**config.mk**
```make
export PLATFORM = sky130hd
export DESIGN_NAME = pattern_reg_bank
export DESIGN_NICKNAME = d
export VERILOG_FILES = /design/src/rtl/pat_bank_pkg.sv /design/src/rtl/pat_addr_decode.sv /design/src/rtl/pat_half_shreg.sv /design/src/rtl/pat_chain.sv /design/src/rtl/pattern_reg_bank.sv
export SDC_FILE = /design/constraint.sdc
export NUM_CORES = 1
export LEC_CHECK = 0
export BUFFER_PORTS_ARGS = -buffer_cell sky130_fd_sc_hd__buf_2
export CORE_UTILIZATION = 35
export DETAILED_ROUTE_END_ITERATION = 10
export HOLD_SLACK_MARGIN = 0.06
export PLACE_DENSITY_LB_ADDON = 0.2
export SYNTH_ARGS = -nofsm -noshare
export SYNTH_HDL_FRONTEND = slang
export SYNTH_SLANG_ARGS = --single-unit
```
**constraint.sdc**
```tcl
create_clock -name sclk -period 2.86 [get_ports sclk]
set_input_delay 0.143 -clock sclk [delete_from_list [all_inputs] [get_ports sclk]]
set_output_delay 0.143 -clock sclk [all_outputs]
set_load 0.01 [all_outputs]
```
**src/rtl/pat_bank_pkg.sv**
```systemverilog
package pat_bank_pkg;

  // Index of the last live bit in a half, given the width select
  function automatic int tap_index(input logic wide, input int half_max, input int half_min);
    return wide ? (half_max - 1) : (half_min - 1);
  endfunction

  // Whether bit position pos takes part in shifting for this width
  function automatic logic bit_live(input logic wide, input int pos, input int half_min);
    return wide || (pos < half_min);
  endfunction

endpackage

```
**src/rtl/pat_addr_decode.sv**
```systemverilog
module pat_addr_decode #(
  parameter int NUM_PAT = 4,
  parameter int ADDR_W  = $clog2(NUM_PAT)
) (
  input  logic              sel_n,
  input  logic [ADDR_W-1:0] addr,
  output logic [NUM_PAT-1:0] shift_en
);

  for (genvar k = 0; k < NUM_PAT; k++) begin : g_dec
    assign shift_en[k] = !sel_n && (addr == ADDR_W'(k));
  end

endmodule

```
**src/rtl/pat_half_shreg.sv**
```systemverilog
module pat_half_shreg
  import pat_bank_pkg::*;
#(
  parameter int HALF_MAX = 32,
  parameter int HALF_MIN = 16
) (
  input  logic                sclk,
  input  logic                rst_n,
  input  logic                en,
  input  logic                wide,
  input  logic                din,
  output logic [HALF_MAX-1:0] q,
  output logic                tail
);

  localparam int TAP_HI = HALF_MAX - 1;
  localparam int TAP_LO = HALF_MIN - 1;

  for (genvar i = 0; i < HALF_MAX; i++) begin : g_bit
    logic nxt;
    if (i == 0) begin : g_head
      assign nxt = din;
    end else begin : g_body
      assign nxt = q[i-1];
    end

    always_ff @(posedge sclk or negedge rst_n) begin
      if (!rst_n) begin
        q[i] <= 1'b0;
      end else if (en && bit_live(wide, i, HALF_MIN)) begin
        q[i] <= nxt;
      end
    end
  end

  assign tail = (tap_index(wide, HALF_MAX, HALF_MIN) == TAP_HI) ? q[TAP_HI] : q[TAP_LO];

endmodule

```
**src/rtl/pat_chain.sv**
```systemverilog
module pat_chain #(
  parameter int HALF_MAX = 32,
  parameter int HALF_MIN = 16
) (
  input  logic                sclk,
  input  logic                rst_n,
  input  logic                en,
  input  logic                wide,
  input  logic                din,
  output logic [HALF_MAX-1:0] p_q,
  output logic [HALF_MAX-1:0] n_q,
  output logic                chain_out
);

  logic p_tail;

  pat_half_shreg #(.HALF_MAX(HALF_MAX), .HALF_MIN(HALF_MIN)) i_p_half (
    .sclk (sclk),
    .rst_n(rst_n),
    .en   (en),
    .wide (wide),
    .din  (din),
    .q    (p_q),
    .tail (p_tail)
  );

  pat_half_shreg #(.HALF_MAX(HALF_MAX), .HALF_MIN(HALF_MIN)) i_n_half (
    .sclk (sclk),
    .rst_n(rst_n),
    .en   (en),
    .wide (wide),
    .din  (p_tail),
    .q    (n_q),
    .tail (chain_out)
  );

endmodule

```
**src/rtl/pattern_reg_bank.sv**
```systemverilog
module pattern_reg_bank #(
  parameter int NUM_PAT  = 4,
  parameter int HALF_MAX = 32,
  parameter int HALF_MIN = 16,
  parameter int ADDR_W   = $clog2(NUM_PAT)
) (
  input  logic                         sclk,
  input  logic                         rst_n,
  input  logic                         sel_n,
  input  logic [ADDR_W-1:0]            pat_addr,
  input  logic                         wide_mode,
  input  logic                         sdata_in,
  output logic                         casc_out,
  output logic [NUM_PAT*HALF_MAX-1:0]  p_words,
  output logic [NUM_PAT*HALF_MAX-1:0]  n_words
);

  logic [NUM_PAT-1:0] shift_en;
  logic [NUM_PAT-1:0] chain_tail;

  pat_addr_decode #(.NUM_PAT(NUM_PAT), .ADDR_W(ADDR_W)) i_dec (
    .sel_n   (sel_n),
    .addr    (pat_addr),
    .shift_en(shift_en)
  );

  for (genvar k = 0; k < NUM_PAT; k++) begin : g_pat
    pat_chain #(.HALF_MAX(HALF_MAX), .HALF_MIN(HALF_MIN)) i_chain (
      .sclk     (sclk),
      .rst_n    (rst_n),
      .en       (shift_en[k]),
      .wide     (wide_mode),
      .din      (sdata_in),
      .p_q      (p_words[k*HALF_MAX +: HALF_MAX]),
      .n_q      (n_words[k*HALF_MAX +: HALF_MAX]),
      .chain_out(chain_tail[k])
    );
  end

  assign casc_out = chain_tail[pat_addr];

endmodule

```
* After elaboration in Yosys (flattened, before gate mapping)
Cells that the tools add are included.
** Storage, ports and cells
- Flip-flop bits (word level) :: 256
- Input bits :: 7
- Output and inout port bits :: 257
- Logic and storage cells :: 282
** Operators by class
- Magnitude comparators :: 1
- Equality and inequality tests :: 4
- Mux-type cells :: 11
- Reduce and logical (&&, ||, !) cells :: 10
** Operators with widths (number)
- == test 32 x 6 -> 1 bit (second input constant) :: 1
- 2-to-1 mux 1 bit :: 9
- logical AND 1 bit :: 8
- 2-to-1 mux 5 bit :: 1
- == test 2 bit (second input constant) :: 2
- < comparator 2 x 3 -> 1 bit (second input constant) :: 1
- binary-select mux 1 bit (select 2 bit) :: 1
- == test 2 x 1 -> 1 bit (second input constant) :: 1
- zero test 2 bit :: 1
- zero test 1 bit :: 1

* Depth between registers and ports, before layout
- Depth after elaboration :: 5
- Mapped depth :: 5
- Gate-level depth less buffers :: 2

* Hierarchy
A second synthesis with hierarchy kept.
** Unflattened totals
- Cells, all modules :: 805
- Area, all modules :: 11923.9 µm²
** By module, submodules not included
- pat_half_shreg :: times used 8, cells an instance 100, area each 1483.9 µm², seq. area each 800.8 µm²
- pat_addr_decode :: times used 1, cells an instance 4, area each 30.0 µm², seq. area each 0.0 µm²
- pattern_reg_bank :: times used 1, cells an instance 1, area each 22.5 µm², seq. area each 0.0 µm²

* Worst setup path before layout
Ideal clock, no wire load.
- Kind :: in2reg
- From :: input pat_addr[1]
- To :: register g_pat[0].i_chain.i_n_half.q[16]
- Setup time :: 0.125 ns
- Arrival time :: 1.218 ns
- Required time :: 2.735 ns
- Slack :: 1.517 ns
- Cell stages on the path :: 4
- Path buffers :: 2
- Cell sequence :: buf_4 nor4b_4 buf_6 mux2_4
** On the way
- Cells in the longest elaborated chain, start to end :: 3
** Ends and longest elaborated chain
- start, declared :: RTL line pattern_reg_bank.sv:10 : input logic [ADDR_W-1:0] pat_addr,
- zero test 2 bit :: RTL line pat_addr_decode.sv:11 : assign shift_en[k] = !sel_n && (addr == ADDR_W'(k));
- logical AND 1 bit :: RTL line pat_addr_decode.sv:11
- logical AND 1 bit :: RTL line pat_half_shreg.sv:30 : end else if (en && bit_live(wide, i, HALF_MIN)) begin
- end signal, assigned by index :: RTL line pat_half_shreg.sv:31 : q[i] <= nxt;
- end, declared :: RTL line pat_half_shreg.sv:12 : output logic [HALF_MAX-1:0] q,
Every way passes these cells.
A chain may end at the register's enable or synchronous reset.

* Worst setup path in the final report
- From :: register g_pat[3].i_chain.i_n_half.q[15]
- To :: output casc_out
** On the way
- Cells in the longest elaborated chain, start to end :: 3
** Ends and longest elaborated chain
- start, declared :: RTL line pat_half_shreg.sv:12
- start signal, assigned by index :: RTL line pat_half_shreg.sv:31
- 2-to-1 mux 1 bit :: RTL line pat_half_shreg.sv:36 : assign tail = (tap_index(wide, HALF_MAX, HALF_MIN) == TAP_HI) ? q[TAP_HI] : q[TAP_LO];
- binary-select mux 1 bit (select 2 bit) :: RTL line pattern_reg_bank.sv:40 : assign casc_out = chain_tail[pat_addr];
- 2-to-1 mux 1 bit (not written as such) :: RTL line pattern_reg_bank.sv:40
- end, declared :: RTL line pattern_reg_bank.sv:13 : output logic casc_out,
Every way passes these cells. The select of a mux whose other input is x is not followed.

==> impl_metrics.yaml <==
synthesis:
  synth_area_mm2: 0.01170
  syn_inst: 805
  yosysWarningCount: 0
  syn-num-nets: 812
  ys_types: 15
  syn_area_per_cell_um2: 14.53
  synth_seq_cells: 256
  synth.yosys.seq_area_share_pct: 54.75
floorplan:
  ios: 264
  start_util_pct: 35.78
  die_w_um: 184.8
  fp.dieH_um: 184.8
  dieArea_mm2: 0.03416
  rows: 66
  core_mm2: 0.03270
route:
  dr.pass1.iters: 4
  drt-wirelength-per-cell_um: 16.86
  ant_nets: 0
  wl_met2_um: 9722
  drcViolationCount: 0
  wl_um: 21920
  wirelength_met1_um: 9925
  dr_wl_met3_um: 1811
  vias: 5646
  drt-initial-drc-count: 203
  vias_per_cell: 4.343
  top_layer: "met5"
power_and_ir_drop:
  vdd_drop_max_v: 0.0003987
  p_per_area_mw_per_mm2: 657.3
  power_mw: 8.242
  leakage_nw: 6.954
sta:
  setup_viol_count_final: 0
  fmax_mhz: 501.2
  tns_ns: 0
  skew_ns: 0.005298
  rsz0062_at_grt: "false"
  worst_pin_slew_ns: 0.6753
  setup_ws_ns: 0.8646
  fin_crit_sh_pct: 69.77
  final-hold-violation-count: 0
  hold_ws_ns: 0.2103
  relSlewSlack_pct: 54.98
  slew_viol_final: 0
  period_needed_ns: 1.995
placed_design:
  place_area_mm2: 0.01162
  place_inst: 1245
  post-place-ws_ns: 0.9971
  port_buffers: 263
  hpwl_um: 14720
  place_congestion: 0.6916
global_route:
  overflow: 0
  antenna_found_initial: 1
  track_usage_pct: 12.70
  grt_pass1_vias: 5778
  grt_max_degree: 86
  grt_pass1_wl_um: 34270
worst_setup_path:
  worstPathBufferInverterCount: 1
  cp_max_fo: 4
  worstPathArrival_ns: 1.85
  critPathTopFamily: "multiplexers"
  cp-end-kind: "output pin"
  cp-start-kind: "flip-flop"
  required_ns: 2.72
  slowest_stage: "mux4_2"
  path_cells: "mux4_2 -> mux2_2 -> buf_2"
  max_stage_delay_ns: 0.49
  path_class: "reg -> out"
finish:
  nFillCells: 3230
  layout_common_cells: "buf_2, dfrtp_1, mux2_2"
  final_nets: 843
  fin_util_pct: 38.34
  syn_to_final_growth_pct: 7.165
  multiInputGateArea_mm2: 0.003216
  seqCellArea_mm2: 0.006406
  fin_area_mm2: 0.01254
  final_cells: 1300
  antennaDiodeCount: 0
  drive_gt1_share_pct: 67.83
  final_common_cell: "buf_2"
clock_tree:
  ctsRootBufferMaster: "clkbuf_16"
  hold_buffers: 2
  clk_path_buf_depth: 3
  cts_max_level: 1
  clock_latency_ns: 0.53
  post_cts_buffers: 0
  ctsResizeCount: 0
  tritoncts: "built"
  clkTransAtPathRegs_ns: 0.06
  clock_sinks: 256
  cts_buffers: 29
hold_path:
  min_path_type: "in -> reg"
run_status:
  status: "finished clean"
run:
  drv_cap: 0
==> layout make-up <==
cell class                      count  area share (%)
Sequential cell                   256           51.09
Multi-Input combinational cell    271           25.65
Timing Repair Buffer              278           11.72
Clock buffer                       42           6.656
Tap cell                          442           4.411
Clock inverter                     11          0.4790
==> worst register-to-register path, stage by stage, from the launching register on <==
cell     delay (ns)
dfrtp_1        0.43
mux2_2         0.28
mux2_2         0.25
==> per-layer routing <==
metal	up-vias	track usage (%)
li1	2559	-
met1	2876	17.44
met2	177	19.14
met3	32	4.247
met4	2	3.240
met5	-	0
==> final timing paths <==
| kind | start | to | slack (ns) | cells past startpoint |
|---|---|---|---|---|
| hold reg to reg | g_pat[0].i_chain.i_n_half.g_bit[11].nxt | g_pat[0].i_chain.i_n_half.g_bit[11].nxt | 0.51 | 1 |
| setup reg to reg | g_pat[3].i_chain.i_p_half.g_bit[16].nxt | g_pat[3].i_chain.i_n_half.g_bit[1].nxt | 1.79 | 2 |
| min in group asynchronous | rst_n | g_pat[1].i_chain.i_p_half.g_bit[26].nxt | 0.23 | 2 |
| max in group asynchronous | rst_n | g_pat[3].i_chain.i_n_half.g_bit[16].nxt | 1.84 | 3 |
| hold / removal | sel_n | g_pat[0].i_chain.i_n_half.g_bit[15].nxt | 0.21 | 3 |
| setup / recovery | g_pat[3].i_chain.i_n_half.g_bit[16].nxt | casc_out | 0.86 | 3 |
==> cells by family after synthesis <==
group | Yosys count | synth area share, %
and+or+nand+nor | 8 | 0.8555
DFF | 256 | 54.75
buffers and inverters | 278 | 17.92
muxes | 263 | 26.47
==> synthesized netlist by cell type <==
cell type	instances	area, um^2
buf_6	10	112.6
clkbuf_2	2	10.01
and4bb_1	2	25.02
nor3b_2	2	25.02
mux4_2	2	45.04
buf_2	9	45.04
nor4b_4	1	23.77
mux2_1	7	78.83
nand3b_1	1	7.510
nor3_2	1	10.01
mux2_2	224	2522
nand4b_1	1	8.760
buf_4	257	1929
mux2_4	30	450.4
dfrtp_1	256	6406
==> registers in the layout, summed over array words and instances (netlist names) <==
signal	flops
g_pat.i_chain.i_n_half.g_bit.nxt	124
g_pat.i_chain.i_n_half.q	4
g_pat.i_chain.i_p_half.g_bit.nxt	124
g_pat.i_chain.i_p_half.q	4
==> where the power goes <==
part	total, mW	switching [mW]	internal, mW	leakage [nW]
Sequential	4.02	0.167	3.85	3.53
Clock	3.45	1.43	2.01	0.444
Combinational	0.779	0.409	0.369	2.98
Total	8.24	2.01	6.23	6.95
(Power assumes the default switching activity.)
